==> src/rtl/irqf_pkg.sv <==
package irqf_pkg;
  localparam int unsigned SRC_W = 8;
  typedef logic [SRC_W-1:0] src_mask_t;

  typedef struct packed {
    logic nmi;
    logic irq;
  } pend_t;
endpackage

==> src/rtl/nmi_edge_det.sv <==
module nmi_edge_det (
  input  logic clk_i,
  input  logic rst_ni,
  input  logic cyc_en_i,
  input  logic nmi_lvl_i,
  input  logic nmi_ack_i,
  output logic nmi_req_o
);
  logic prev_q, req_q;
  logic edge_seen;

  assign edge_seen = cyc_en_i && !prev_q && nmi_lvl_i;

  always_ff @(posedge clk_i or negedge rst_ni) begin
    if (!rst_ni) begin
      prev_q <= 1'b0;
      req_q  <= 1'b0;
    end else begin
      if (cyc_en_i) prev_q <= nmi_lvl_i;
      // a fresh edge survives a coincident acknowledge
      if (edge_seen)      req_q <= 1'b1;
      else if (nmi_ack_i) req_q <= 1'b0;
    end
  end

  assign nmi_req_o = req_q;


  edge_latch_chk: assert property (@(posedge clk_i) disable iff (!rst_ni)
    cyc_en_i && !prev_q && nmi_lvl_i |=> nmi_req_o);

  req_hold_chk: assert property (@(posedge clk_i) disable iff (!rst_ni)
    nmi_req_o && !nmi_ack_i |=> nmi_req_o);

  no_sample_chk: assert property (@(posedge clk_i) disable iff (!rst_ni)
    !cyc_en_i |=> $stable(prev_q));
endmodule

==> src/rtl/irq_src_mask.sv <==
module irq_src_mask
  import irqf_pkg::*;
#(
  parameter int unsigned W = SRC_W
) (
  input  logic         clk_i,
  input  logic         rst_ni,
  input  logic [W-1:0] set_i,
  input  logic [W-1:0] clr_i,
  output logic [W-1:0] src_o,
  output logic         any_o
);
  logic [W-1:0] src_q;

  for (genvar b = 0; b < W; b++) begin : g_bit
    always_ff @(posedge clk_i or negedge rst_ni) begin
      if (!rst_ni)       src_q[b] <= 1'b0;
      else if (set_i[b]) src_q[b] <= 1'b1;
      else if (clr_i[b]) src_q[b] <= 1'b0;
    end
  end

  assign src_o = src_q;
  assign any_o = |src_q;


  set_or_chk: assert property (@(posedge clk_i) disable iff (!rst_ni)
    (set_i != '0) |=> ((src_o & $past(set_i)) == $past(set_i)));

  clr_only_chk: assert property (@(posedge clk_i) disable iff (!rst_ni)
    ((clr_i & ~set_i) != '0) |=> ((src_o & $past(clr_i & ~set_i)) == '0));

  untouched_chk: assert property (@(posedge clk_i) disable iff (!rst_ni)
    1'b1 |=> ((src_o & ~$past(set_i | clr_i)) == ($past(src_o) & ~$past(set_i | clr_i))));
endmodule

==> src/rtl/pend_stage.sv <==
module pend_stage
  import irqf_pkg::*;
(
  input  logic  clk_i,
  input  logic  rst_ni,
  input  logic  cyc_en_i,
  input  logic  lock_i,
  input  logic  nmi_ack_i,
  input  logic  nmi_req_i,
  input  logic  irq_any_i,
  input  logic  irq_dis_i,
  output pend_t pend_o
);
  pend_t pend_q;
  logic  lock_q;
  logic  upd;

  assign upd = cyc_en_i && !lock_q;

  always_ff @(posedge clk_i or negedge rst_ni) begin
    if (!rst_ni)       lock_q <= 1'b0;
    else if (lock_i)   lock_q <= 1'b1;
    else if (cyc_en_i) lock_q <= 1'b0;
  end

  always_ff @(posedge clk_i or negedge rst_ni) begin
    if (!rst_ni) begin
      pend_q <= '0;
    end else begin
      if (nmi_ack_i)  pend_q.nmi <= 1'b0;
      else if (upd)   pend_q.nmi <= nmi_req_i;
      if (upd)        pend_q.irq <= irq_any_i && !irq_dis_i;
    end
  end

  assign pend_o = pend_q;


  ack_clear_chk: assert property (@(posedge clk_i) disable iff (!rst_ni)
    nmi_ack_i |=> !pend_o.nmi);

  lock_freeze_chk: assert property (@(posedge clk_i) disable iff (!rst_ni)
    lock_q && cyc_en_i && !nmi_ack_i |=> $stable(pend_o));

  lock_release_chk: assert property (@(posedge clk_i) disable iff (!rst_ni)
    lock_q && cyc_en_i && !lock_i |=> !lock_q);

  idle_hold_chk: assert property (@(posedge clk_i) disable iff (!rst_ni)
    !cyc_en_i && !nmi_ack_i |=> $stable(pend_o));
endmodule

==> src/rtl/irq_front.sv <==
module irq_front
  import irqf_pkg::*;
(
  input  logic             clk_i,
  input  logic             rst_ni,
  input  logic             cyc_en_i,
  input  logic             nmi_lvl_i,
  input  logic [SRC_W-1:0] irq_set_i,
  input  logic [SRC_W-1:0] irq_clr_i,
  input  logic             irq_dis_i,
  input  logic             lock_i,
  input  logic             nmi_ack_i,
  output logic             nmi_pend_o,
  output logic             irq_pend_o,
  output logic [SRC_W-1:0] irq_src_o
);
  logic  nmi_req;
  logic  irq_any;
  pend_t pend;

  nmi_edge_det u_edge (
    .clk_i, .rst_ni, .cyc_en_i, .nmi_lvl_i, .nmi_ack_i,
    .nmi_req_o (nmi_req)
  );

  irq_src_mask #(.W(SRC_W)) u_mask (
    .clk_i, .rst_ni,
    .set_i (irq_set_i),
    .clr_i (irq_clr_i),
    .src_o (irq_src_o),
    .any_o (irq_any)
  );

  pend_stage u_pend (
    .clk_i, .rst_ni, .cyc_en_i, .lock_i, .nmi_ack_i,
    .nmi_req_i (nmi_req),
    .irq_any_i (irq_any),
    .irq_dis_i,
    .pend_o    (pend)
  );

  assign nmi_pend_o = pend.nmi;
  assign irq_pend_o = pend.irq;


  reset_zero_chk: assert property (@(posedge clk_i)
    !rst_ni |-> (!nmi_pend_o && !irq_pend_o && irq_src_o == '0));
endmodule

==> config.mk <==
export PLATFORM = sky130hd
export DESIGN_NAME = irq_front
export DESIGN_NICKNAME = d
export VERILOG_FILES = /design/src/rtl/irqf_pkg.sv /design/src/rtl/nmi_edge_det.sv /design/src/rtl/irq_src_mask.sv /design/src/rtl/pend_stage.sv /design/src/rtl/irq_front.sv
export SDC_FILE = /design/constraint.sdc
export NUM_CORES = 1
export LEC_CHECK = 0
export ABC_CLOCK_PERIOD_IN_PS = 1200
export BUFFER_PORTS_ARGS = -buffer_cell sky130_fd_sc_hd__buf_2
export CORE_UTILIZATION = 39
export DETAILED_ROUTE_END_ITERATION = 6
export PLACE_DENSITY = 0.71
export SYNTH_ARGS = -nofsm -noshare
export SYNTH_HDL_FRONTEND = slang
export SYNTH_SLANG_ARGS = --single-unit
export TNS_END_PERCENT = 1
==> constraint.sdc <==
create_clock -name clk_i -period 1.2 [get_ports clk_i]
set_input_delay 0.12 -clock clk_i [delete_from_list [all_inputs] [get_ports clk_i]]
set_output_delay 0.12 -clock clk_i [all_outputs]
set_load 0.02 [all_outputs]
# Word-level counts from Yosys, hierarchy flattened
# Cells that the tools add are included.
# totals
out_inout_bits	10
in_bits	23
ff_bits	13
elab_cells	54
# op_classes
n_mux	22
reduce_logical	19
# ops
cell	count
$mux 1	22
$reduce_bool 2->1	11
$reduce_or 8->1	1
$logic_and 1x1->1	4
$logic_not 1->1	3

# Longest topological paths before layout
# Gate-level depths: netlist (run 1).
# logic_depth
ltp_word	4
ltp_mapped	3
depth_no_buf	3

# By module
# Synthesis (run 1) repeated with hierarchy kept, for this count alone.
# unflattened
hier_cells	45
hier_area_um2	531.8
# by_module_without_submodules
module	area_per_inst_um2	n_inst	cells_per_inst
irq_src_mask	307.8	1	27
pend_stage	145.1	1	11
nmi_edge_det	78.8	1	7

# Worst setup path after synthesis (run 1)
# No wires, ideal clock.
# synth_path
path_type	reg2reg
from	register u_mask.src_q[1], in the netlist u_mask.src_o[1]
to	register u_pend.pend_q, in the netlist u_pend.pend_o[0]
stages_incl_launch_ff	4
setup_time_ns	0.118
required_ns	1.082
period_less_slack_ns	1.085
path_slack_ns	0.115
n_path_buf	0
arrival_time_ns	0.967
path_cell_list	dfrtp_1 nor4_2 a211oi_1 a21o_1
# synth_via
elab_chain_len	2
# synth_lines
element	line_no	text
from (decl)	irq_src_mask.sv:13	logic [W-1:0] src_q;
from (signal, indexed assignment)	irq_src_mask.sv:17	if (!rst_ni) src_q[b] <= 1'b0;
from (signal, indexed assignment)	irq_src_mask.sv:18	else if (set_i[b]) src_q[b] <= 1'b1;
from (signal, indexed assignment)	irq_src_mask.sv:19	else if (clr_i[b]) src_q[b] <= 1'b0;
$reduce_or 8->1	irq_src_mask.sv:24	assign any_o = |src_q;
$logic_and 1x1->1	pend_stage.sv:32	if (upd) pend_q.irq <= irq_any_i && !irq_dis_i;
to (decl)	pend_stage.sv:14	pend_t pend_q;
# Every way passes these cells.
# A chain may end at the register's enable or synchronous reset.

# Worst setup path in the final report (run 1)
# Same ends and word-level chain as after synthesis.

==> results of run 1 <==
-- how the worst max path moves through the flow --
stage / from / to / slack, ns / cells past startpoint
final: u_mask.src_o[1] / u_pend.pend_o[0] / 0.13 / 3
after global routing: u_mask.src_o[1] / u_pend.pend_o[0] / 0.07 / 3
after CTS: u_mask.src_o[1] / u_pend.pend_o[0] / 0.11 / 3
after detailed placement: u_mask.src_o[1] / u_pend.pend_o[0] / 0.13 / 3
after global placement: u_mask.src_o[1] / u_pend.pend_o[0] / 0.18 / 3
after floorplan: u_mask.src_o[1] / u_pend.pend_o[0] / 0.11 / 3
-- routing by layer --
metal  vias up  GRT usage, %  part of all wire [%]
met3         2         5.233                   6.4
met4         0         15.18                   1.1
met1       202         18.92                    42
met2        17         26.69                    51
met5         -             0                     0
li1        213             -                     -
-- critical path: cells and delay by family, from the launching register on --
kind | cells | cell delay (ns)
flip-flops | 1 | 0.41
AO/OA/AOI/OAI | 2 | 0.26
AND/OR/NAND/NOR | 1 | 0.29
-- stage by stage --
stage | setup slack, ns | cell area (um^2) | hold WS, ns | util (%)
2_1_floorplan | 0.1146 | 510.5 | -0.1756 | -
3_3_place_gp | 0.1805 | 688.2 | 0.02011 | 59.52
3_5_place_dp | 0.1277 | 688.2 | 0.01877 | 59.52
4_1_cts | 0.1133 | 724.4 | 0.005295 | 62.66
5_1_grt | 0.06705 | 724.4 | 0.006378 | 62.66
6_report | 0.1329 | 724.4 | 0.01412 | 62.66
-- flip-flops by register name, indices dropped and copies added, names as in the netlist --
register and flops:
u_pend.pend_o 2, u_edge.nmi_req_o 1, u_edge.prev_q 1, u_mask.src_o 8, u_pend.lock_q 1
-- power groups by stage --
stage	logic, mW	registers (mW)	clock network, mW
after floorplan	0.0380	0.533	0
after global placement	0.143	0.503	0
after detailed placement	0.145	0.505	0
after CTS	0.148	0.496	0.279
after global routing	0.162	0.501	0.288
final	0.146	0.496	0.264
-- kinds of logic after synthesis --
| family | count (synthesis) | share of synthesized area, % |
|---|---|---|
| buffers and inverters | 11 | 8.088 |
| multiplexers | 1 | 1.961 |
| AO/OA/AOI/OAI | 13 | 18.63 |
| AND/OR/NAND/NOR | 5 | 7.597 |
| flip-flops | 13 | 63.73 |
-- cell type report --
class	count	area [um^2]	share of cell area, %
Clock buffer	4	26.28	3.627
Inverter	11	41.29	5.699
Multi-Input combinational cell	19	143.9	19.86
Sequential cell	13	325.3	44.90
Tap cell	14	17.52	2.418
Timing Repair Buffer	33	170.2	23.49
-- cell usage in the layout (no fill, tap or decap), drive strengths merged, types with 2 or more instances in the layout --
cell type	instances
dfrtp	13
inv	11
buf	32
clkbuf	4
nor4	2
a21o	10
-- repair_timing --
item,CTS,global route
hold buffers,1,0
endpoints found under the setup margin,0,0
hold endpoints to repair,13,0
resized for setup,0,0
==> summary.md, run 1 <==
| Metric | Value |
|---|---|
| DRT Pass-1 Iters | 2 |
| Pin count of the biggest net entering global routing | 14 |
| Peak per-stage delay on the critical path | 0.41 ns |
| Vias/cell | 4.617 |
| Slew Limit Headroom | 81.28% |
| Die ar. | 1458 um^2 |
| Status | finished, final reports clean |
| Max Clock Skew | 0.0004853 ns |
| Yosys cell types | 12 |
| Cell taking the most area after synthesis | dfrtp_1 |
| Mapped Cells | 43 |
| Setup bufs post-CTS | 0 |
| 1st-iter DRT viols | 2 |
| Root buf cell | clkbuf_4 |
| Hold Fails Final Rpt | 0 |
| Unrepaired setup endpoints after global routing | false |
| Async SR Flop Fraction | 100.0% |
| DRC | 0 |
| GRT Total Usage | 17.27% |
| Sw Pwr | 0.2362 mW |
| Final Power | 0.9053 mW |
| Antenna violations before repair | 0 |
| Hold endpoint | u_pend.pend_o[1] |
| Final Setup Violations | 0 |
| Wire per inst | 10.50 um |
| Synth cell count leaders | dfrtp_1, inv_1, a21o_1 |
| Finished Layout Cells | 94 |
| Worst hold path type | in2reg |
| First-pass GRT wire length | 1614 um |
| CP max stage cell | dfrtp_1 |
| Routed wire length | 987 um |
| Int Pwr | 0.6691 mW |
| CP Cell Sequence | nor4_2 > a211oi_1 > a21o_1 |
| Most instantiated library cell after synthesis | dfrtp_1 |
| CP Data Required Time | 1.37 ns |
| Post-synthesis register bit count | 13 |
| GRT Residual Overflow | 0 |
| Final nets | 104 |
| Row cnt | 12 |
| Power Density | 1250 nW/um^2 |
| Synth area leaders | dfrtp_1, a21o_1, inv_1, nor4_2, mux2i_1 |
| Startpoint Class | register |
| Layout cells sized above 1 | 47.50% |
| Final period utilization | 88.92% |
| Die X | 38.18 um |
| Top-area cell type share of the netlist area | 63.73% |
| R2R cell count | 3 |
| Primary FF master, synth | dfrtp_1 |
| CTS Buffer Depth | 2 |
| Fin Setup TNS | 0 ns |
| Detailed Place HPWL | 794.3 um |
| Inst Count DP | 89 |
| R2r startpoint | u_mask.src_o[1] |
| Min-Delay Path Depth | 2 |
| Reg2Reg Setup Slack | 0.13 ns |
| Ys Warns | 0 |
| Leakage power | 0.4215 nW |
| Crit. End Element | register |
| Hold Startpoint | nmi_ack_i |
| EDFF count, synth | 0 |
| CP arrival | 1.23 ns |
| Period minus WS final | 1.067 ns |
| PortBufs | 32 |
| Inserted Diodes | 0 |
| Max Cap Violations | 0 |
| Synthesized area | 510.5 um^2 |
| Reg clk slew, reported paths | 0.08 ns |
| CP max FO | 3 |
| Worst-Skew Late Latency | 0.27 ns |
| Die Ht | 38.18 um |
| Core Region | 1156 um^2 |
| Worst-Margin Slew | 0.2808 ns |
| RD Place Congestion | 0.7143 |
| Antenna Nets Post-Route | 0 |
| Starting Density | 44.16% |
| Max VDD drop | 0.6755 mV |
| TritonCTS Sinks | 13 |
| Critical setup path kind | reg2reg |
| Sequential-to-total area share from yosys stat | 63.73% |
| Sequential share of power | 54.8% |
| Via count | 434 |
| CTS Buf Count | 3 |
| RR Endpoint | u_pend.pend_o[0] |
| H-Tree Level Count | 1 |
| Vias in the first global route | 402 |
| Clock power share | 29.2% |
| I/O pin count | 33 |
| Syn nets | 66 |
| Switching Share | 26.09% |
| Max Transition Viols Final | 0 |
| Avg Inst Size Synth | 11.87 um^2 |
| CTS tree | built |
| Peak Freq | 937.2 MHz |
| Logic pwr share | 16.1% |
| Fillers | 112 |
| Area Overhead vs Synth | 41.91% |
Power figures use the tool's default switching activity.
==> run 2: changes to the inputs <==
--- a/config.mk
+++ b/config.mk
@@ -9,6 +9,7 @@
 export BUFFER_PORTS_ARGS = -buffer_cell sky130_fd_sc_hd__buf_2
 export CORE_UTILIZATION = 39
 export DETAILED_ROUTE_END_ITERATION = 6
+export HOLD_SLACK_MARGIN = 0.06
 export PLACE_DENSITY = 0.71
 export SYNTH_ARGS = -nofsm -noshare
 export SYNTH_HDL_FRONTEND = slang
==> summary.md, run 2 (synthesis results as in run 1) <==
| Metric | Value |
|---|---|
| Status | finished, final reports clean |
| CP max FO | 3 |
| GRT Residual Overflow | 0 |
| Most frequent cells in the layout | buf_2, dfrtp_1, inv_1, dlygate4sd3_1, a21o_1 |
| CP max stage cell | dfrtp_1 |
| Final period utilization | 88.43% |
| CTS tree | built |
| TritonCTS Sinks | 13 |
| Reg clk slew, reported paths | 0.08 ns |
| CP Data Required Time | 1.36 ns |
| Antenna Nets Post-Route | 0 |
| Fin Setup TNS | 0 ns |
| Routed wire length | 1096 um |
| Most common cell after layout, fill and taps aside | buf_2 |
| Hold Fails Final Rpt | 0 |
| Root buf cell | clkbuf_4 |
| Via count | 474 |
| Die X | 38.18 um |
| Fillers | 92 |
| Peak per-stage delay on the critical path | 0.41 ns |
| Final Setup Violations | 0 |
| PortBufs | 32 |
| Reg2Reg Setup Slack | 0.14 ns |
| Critical setup path kind | reg2reg |
| I/O pin count | 33 |
| Largest register FFs | 8 |
| Peak Freq | 942.4 MHz |
| Row cnt | 12 |
| Wire per inst | 10.54 um |
| Startpoint Class | register |
| CP arrival | 1.22 ns |
| Detailed Place HPWL | 794.3 um |
| GRT Total Usage | 18.90% |
| Setup bufs post-CTS | 0 |
| Slew Limit Headroom | 81.33% |
| Crit path to | u_pend.pend_o[0] |
| RD Place Congestion | 0.7143 |
| Final WS setup | 0.1389 ns |
| Worst-Margin Slew | 0.2801 ns |
| Die Ht | 38.18 um |
| Worst-Skew Late Latency | 0.27 ns |
| Antenna violations before repair | 0 |
| Die ar. | 1458 um^2 |
| Max Cap Violations | 0 |
| CP Cell Sequence | nor4_2 > a211oi_1 > a21o_1 |
| Max Clock Skew | 0.003543 ns |
| CTS Buffer Depth | 2 |
| First-pass GRT wire length | 1759 um |
| Area Overhead vs Synth | 61.52% |
| Post-CTS Hold Buffers | 11 |
| Power Density | 1127 nW/um^2 |
| Max Transition Viols Final | 0 |
| DRT Pass-1 Iters | 2 |
| Starting Density | 44.16% |
| PostCTS Resize Cnt | 0 |
| Worst hold path type | in2reg |
| Family with the most delay on the worst path | flip-flops |
| Period minus WS final | 1.061 ns |
| 1st-iter DRT viols | 4 |
| Dpl ws | 0.1277 ns |
| DRC | 0 |
| Unrepaired setup endpoints after global routing | false |
| Max VDD drop | 0.6783 mV |
| R2R cell count | 3 |
| Crit. End Element | register |
| RR Endpoint | u_pend.pend_o[0] |
| Layout cells sized above 1 | 42.22% |
| Bufs and invs on worst path | 0 |
| Pin count of the biggest net entering global routing | 14 |
| Stages on worst setup path | 3 |
| Leakage power | 0.4632 nW |
| Vias/cell | 4.558 |
| H-Tree Level Count | 1 |
| Inserted Diodes | 0 |
| Vias in the first global route | 442 |
| Core Region | 1156 um^2 |
| Final nets | 114 |
| CTS Buf Count | 3 |
| R2r startpoint | u_mask.src_o[1] |
| Critical Path Source | u_mask.src_o[1] |
## run 2: changes by cell type in the layout (fill, tap and decap cells not counted)
cell / previous run / this run
dlygate4sd3_1: 1 / 11
## run 2: how the worst min path moves through the flow
stage / startpoint / to / slack (ns) / depth (start not counted)
after floorplan: rst_ni / u_edge.nmi_req_o / -0.18 / 0
after global placement: rst_ni / u_pend.pend_o[1] / 0.02 / 1
after detailed placement: rst_ni / u_pend.pend_o[1] / 0.02 / 1
after CTS: cyc_en_i / u_edge.prev_q / 0.07 / 2
after global routing: irq_clr_i[6] / u_mask.src_o[6] / 0.12 / 3
final: cyc_en_i / u_edge.prev_q / 0.08 / 2
## run 2: through the flow
step / util, % / cells / instance area [um^2] / total power [mW] / hold slack (ns)
floorplan: - / 43 / 510.5 / 0.5715 / -0.1756
global placement: 59.52 / 89 / 688.2 / 0.6462 / 0.02011
detailed placement: 59.52 / 89 / 688.2 / 0.6504 / 0.01877
CTS: 71.32 / 104 / 824.5 / 0.9483 / 0.06771
global route: 71.32 / 104 / 824.5 / 0.9755 / 0.1167
finish: 71.32 / 104 / 824.5 / 0.9295 / 0.08039
## run 2: worst reg2reg max path, cell delays in order, from the launching register on
cell,delay [ns]
dfrtp_1,0.41
nor4_2,0.28
a211oi_1,0.10
a21o_1,0.16
## run 2: report_power, final
| part | leakage (nW) | switching [mW] | internal (mW) |
|---|---|---|---|
| registers | 0.148 | 0.0242 | 0.471 |
| clock network | 0.0150 | 0.134 | 0.129 |
| logic | 0.300 | 0.0809 | 0.0904 |
## run 2: per-layer routing
| metal | wire length (um) | track usage (%) | vias up | share of wire [%] |
|---|---|---|---|---|
| met4 | 11 | 15.18 | 0 | 1.0 |
| met5 | 0 | 0 | - | 0 |
| met1 | 446 | 18.92 | 218 | 41 |
| met3 | 77 | 5.814 | 2 | 7.0 |
| li1 | - | - | 233 | - |
| met2 | 561 | 31.78 | 21 | 51 |
## run 2: layout make-up
type / instances / area [um^2] / share of cell area, %
multi-input cells: 19 / 143.9 / 17.45
clock buffers: 4 / 26.28 / 3.187
repair buffers: 43 / 270.3 / 32.78
inverters: 11 / 41.29 / 5.008
well taps: 14 / 17.52 / 2.124
flip-flops and latches: 13 / 325.3 / 39.45
==> run 3: changes to the inputs <==
==> constraint.sdc (replaced) <==
create_clock -name clk_i -period 1.2 [get_ports clk_i]
set_input_delay 0.06 -clock clk_i [delete_from_list [all_inputs] [get_ports clk_i]]
set_output_delay 0.06 -clock clk_i [all_outputs]
set_load 0.02 [all_outputs]
==> summary.md, run 3 (synthesis results as in run 1) <==
| Metric | Value |
|---|---|
| Status | finished, final reports clean |
| Final Power | 0.9620 mW |
| 1st-iter DRT viols | 11 |
| Antenna Nets Post-Route | 0 |
| Final nets | 123 |
| Final period utilization | 89.63% |
| TritonCTS Sinks | 13 |
| R2R cell count | 3 |
| DRT Pass-1 Iters | 4 |
| Min-Delay Path Depth | 3 |
| Layout cells sized above 1 | 38.38% |
| Die ar. | 1458 um^2 |
| CP Cell Sequence | nor4_2 > a211oi_1 > a21o_1 |
| Pin count of the biggest net entering global routing | 14 |
| Die Ht | 38.18 um |
| Worst hold path type | in2reg |
| Inserted Diodes | 0 |
| M1 wire length | 498 um |
| Reg clk slew, reported paths | 0.08 ns |
| First-pass GRT wire length | 2208 um |
| GRT Residual Overflow | 0 |
| Antenna violations before repair | 0 |
| Routed wire length | 1342 um |
| Row cnt | 12 |
| Wire per inst | 11.88 um |
| WL met3 | 80 um |
| Hold Fails Final Rpt | 0 |
| CTS Buffer Depth | 2 |
| Via count | 529 |
| Vias in the first global route | 541 |
| I/O pin count | 33 |
| Vias/cell | 4.681 |
| Worst-Margin Slew | 0.2794 ns |
| CP Data Required Time | 1.36 ns |
| Critical Path Source | u_mask.src_o[1] |
| R2r startpoint | u_mask.src_o[1] |
| Power Density | 1052 nW/um^2 |
| Hold Startpoint | irq_clr_i[2] |
| Setup bufs post-CTS | 0 |
| Max Transition Viols Final | 0 |
| CP max FO | 3 |
| CTS tree | built |
| Hold slack final | 0.07236 ns |
| RD Place Congestion | 0.7143 |
| Root buf cell | clkbuf_4 |
| H-Tree Level Count | 1 |
| Critical setup path kind | reg2reg |
| Peak per-stage delay on the critical path | 0.42 ns |
| Max Clock Skew | 0.007776 ns |
| Die X | 38.18 um |
| CP max stage cell | dfrtp_1 |
| Leakage power | 0.5008 nW |
| DRC | 0 |
| Fin Setup TNS | 0 ns |
| Worst-Skew Late Latency | 0.27 ns |
| CTS Buf Count | 3 |
| Most common cell after layout, fill and taps aside | buf_2 |
| Peak Freq | 929.8 MHz |
| Final Setup Violations | 0 |
| Crit. End Element | register |
| Core Region | 1156 um^2 |
| Max VDD drop | 0.7230 mV |
| Period minus WS final | 1.076 ns |
| Max Cap Violations | 0 |
| Largest register FFs | 8 |
| CP arrival | 1.24 ns |
| Slew Limit Headroom | 81.37% |
| PortBufs | 32 |
| Max Used Layer | met4 |
| Starting Density | 44.16% |
| Area Overhead vs Synth | 79.17% |
| Unrepaired setup endpoints after global routing | false |
| Startpoint Class | register |
| GRT Total Usage | 23.88% |
| Detailed Place HPWL | 794.3 um |
| Met2 wire length | 751 um |
| Most frequent cells in the layout | buf_2, dlygate4sd3_1, dfrtp_1 |
[run 3: cell count changes in the layout (fill, tap and decap cells not counted)]
cell           delta
dlygate4sd3_1     +9
[run 3: what timing repair did]
item                      in CTS  in global routing
gates resized for setup        0                  0
hold buffers                  20                  0
hold endpoints to repair      25                  0
[run 3: worst paths after layout]
path                               endpoint  slack, ns
setup / recovery           u_pend.pend_o[0]       0.12
hold / removal              u_mask.src_o[2]       0.07
setup reg to reg           u_pend.pend_o[0]       0.12
hold reg to reg               u_pend.lock_q       0.47
max in group asynchronous  u_pend.pend_o[0]       0.78
min in group asynchronous   u_mask.src_o[0]       0.19
[run 3: power breakdown]
group / leakage (nW) / total, mW / internal (mW) / switching, mW
Clock: 0.0150 / 0.268 / 0.129 / 0.140
Sequential: 0.148 / 0.496 / 0.471 / 0.0251
Combinational: 0.338 / 0.197 / 0.110 / 0.0878
[run 3: metal layers]
metal | track usage (%) | vias to the layer above
met5 | 0 | -
met4 | 13.39 | 0
met3 | 7.558 | 2
met2 | 43.64 | 25
met1 | 23.08 | 247
li1 | - | 255
[run 3: area by class of cell]
cell class / instances / area, um^2
Timing Repair Buffer: 52 / 360.3
Clock buffer: 4 / 26.28
Multi-Input combinational cell: 19 / 143.9
Inverter: 11 / 41.29
Tap cell: 14 / 17.52
Sequential cell: 13 / 325.3
Fill cell: 77 / 241.5
[run 3: per-stage QoR]
| step | utilization (%) | worst slack [ns] | instances | cell area, um^2 |
|---|---|---|---|---|
| after floorplan | - | 0.1146 | 43 | 510.5 |
| after CTS | 79.11 | 0.1133 | 113 | 914.6 |
| after global placement | 59.52 | 0.1805 | 89 | 688.2 |
| final | 79.11 | 0.1245 | 113 | 914.6 |
| after detailed placement | 59.52 | 0.1277 | 89 | 688.2 |
| after global routing | 79.11 | 0.06309 | 113 | 914.6 |
[run 3: critical path: cells and delay by family, from the launching register on]
family | cells | cell delay, ns
flip-flops | 1 | 0.42
AND/OR/NAND/NOR | 1 | 0.29
AO/OA/AOI/OAI | 2 | 0.26
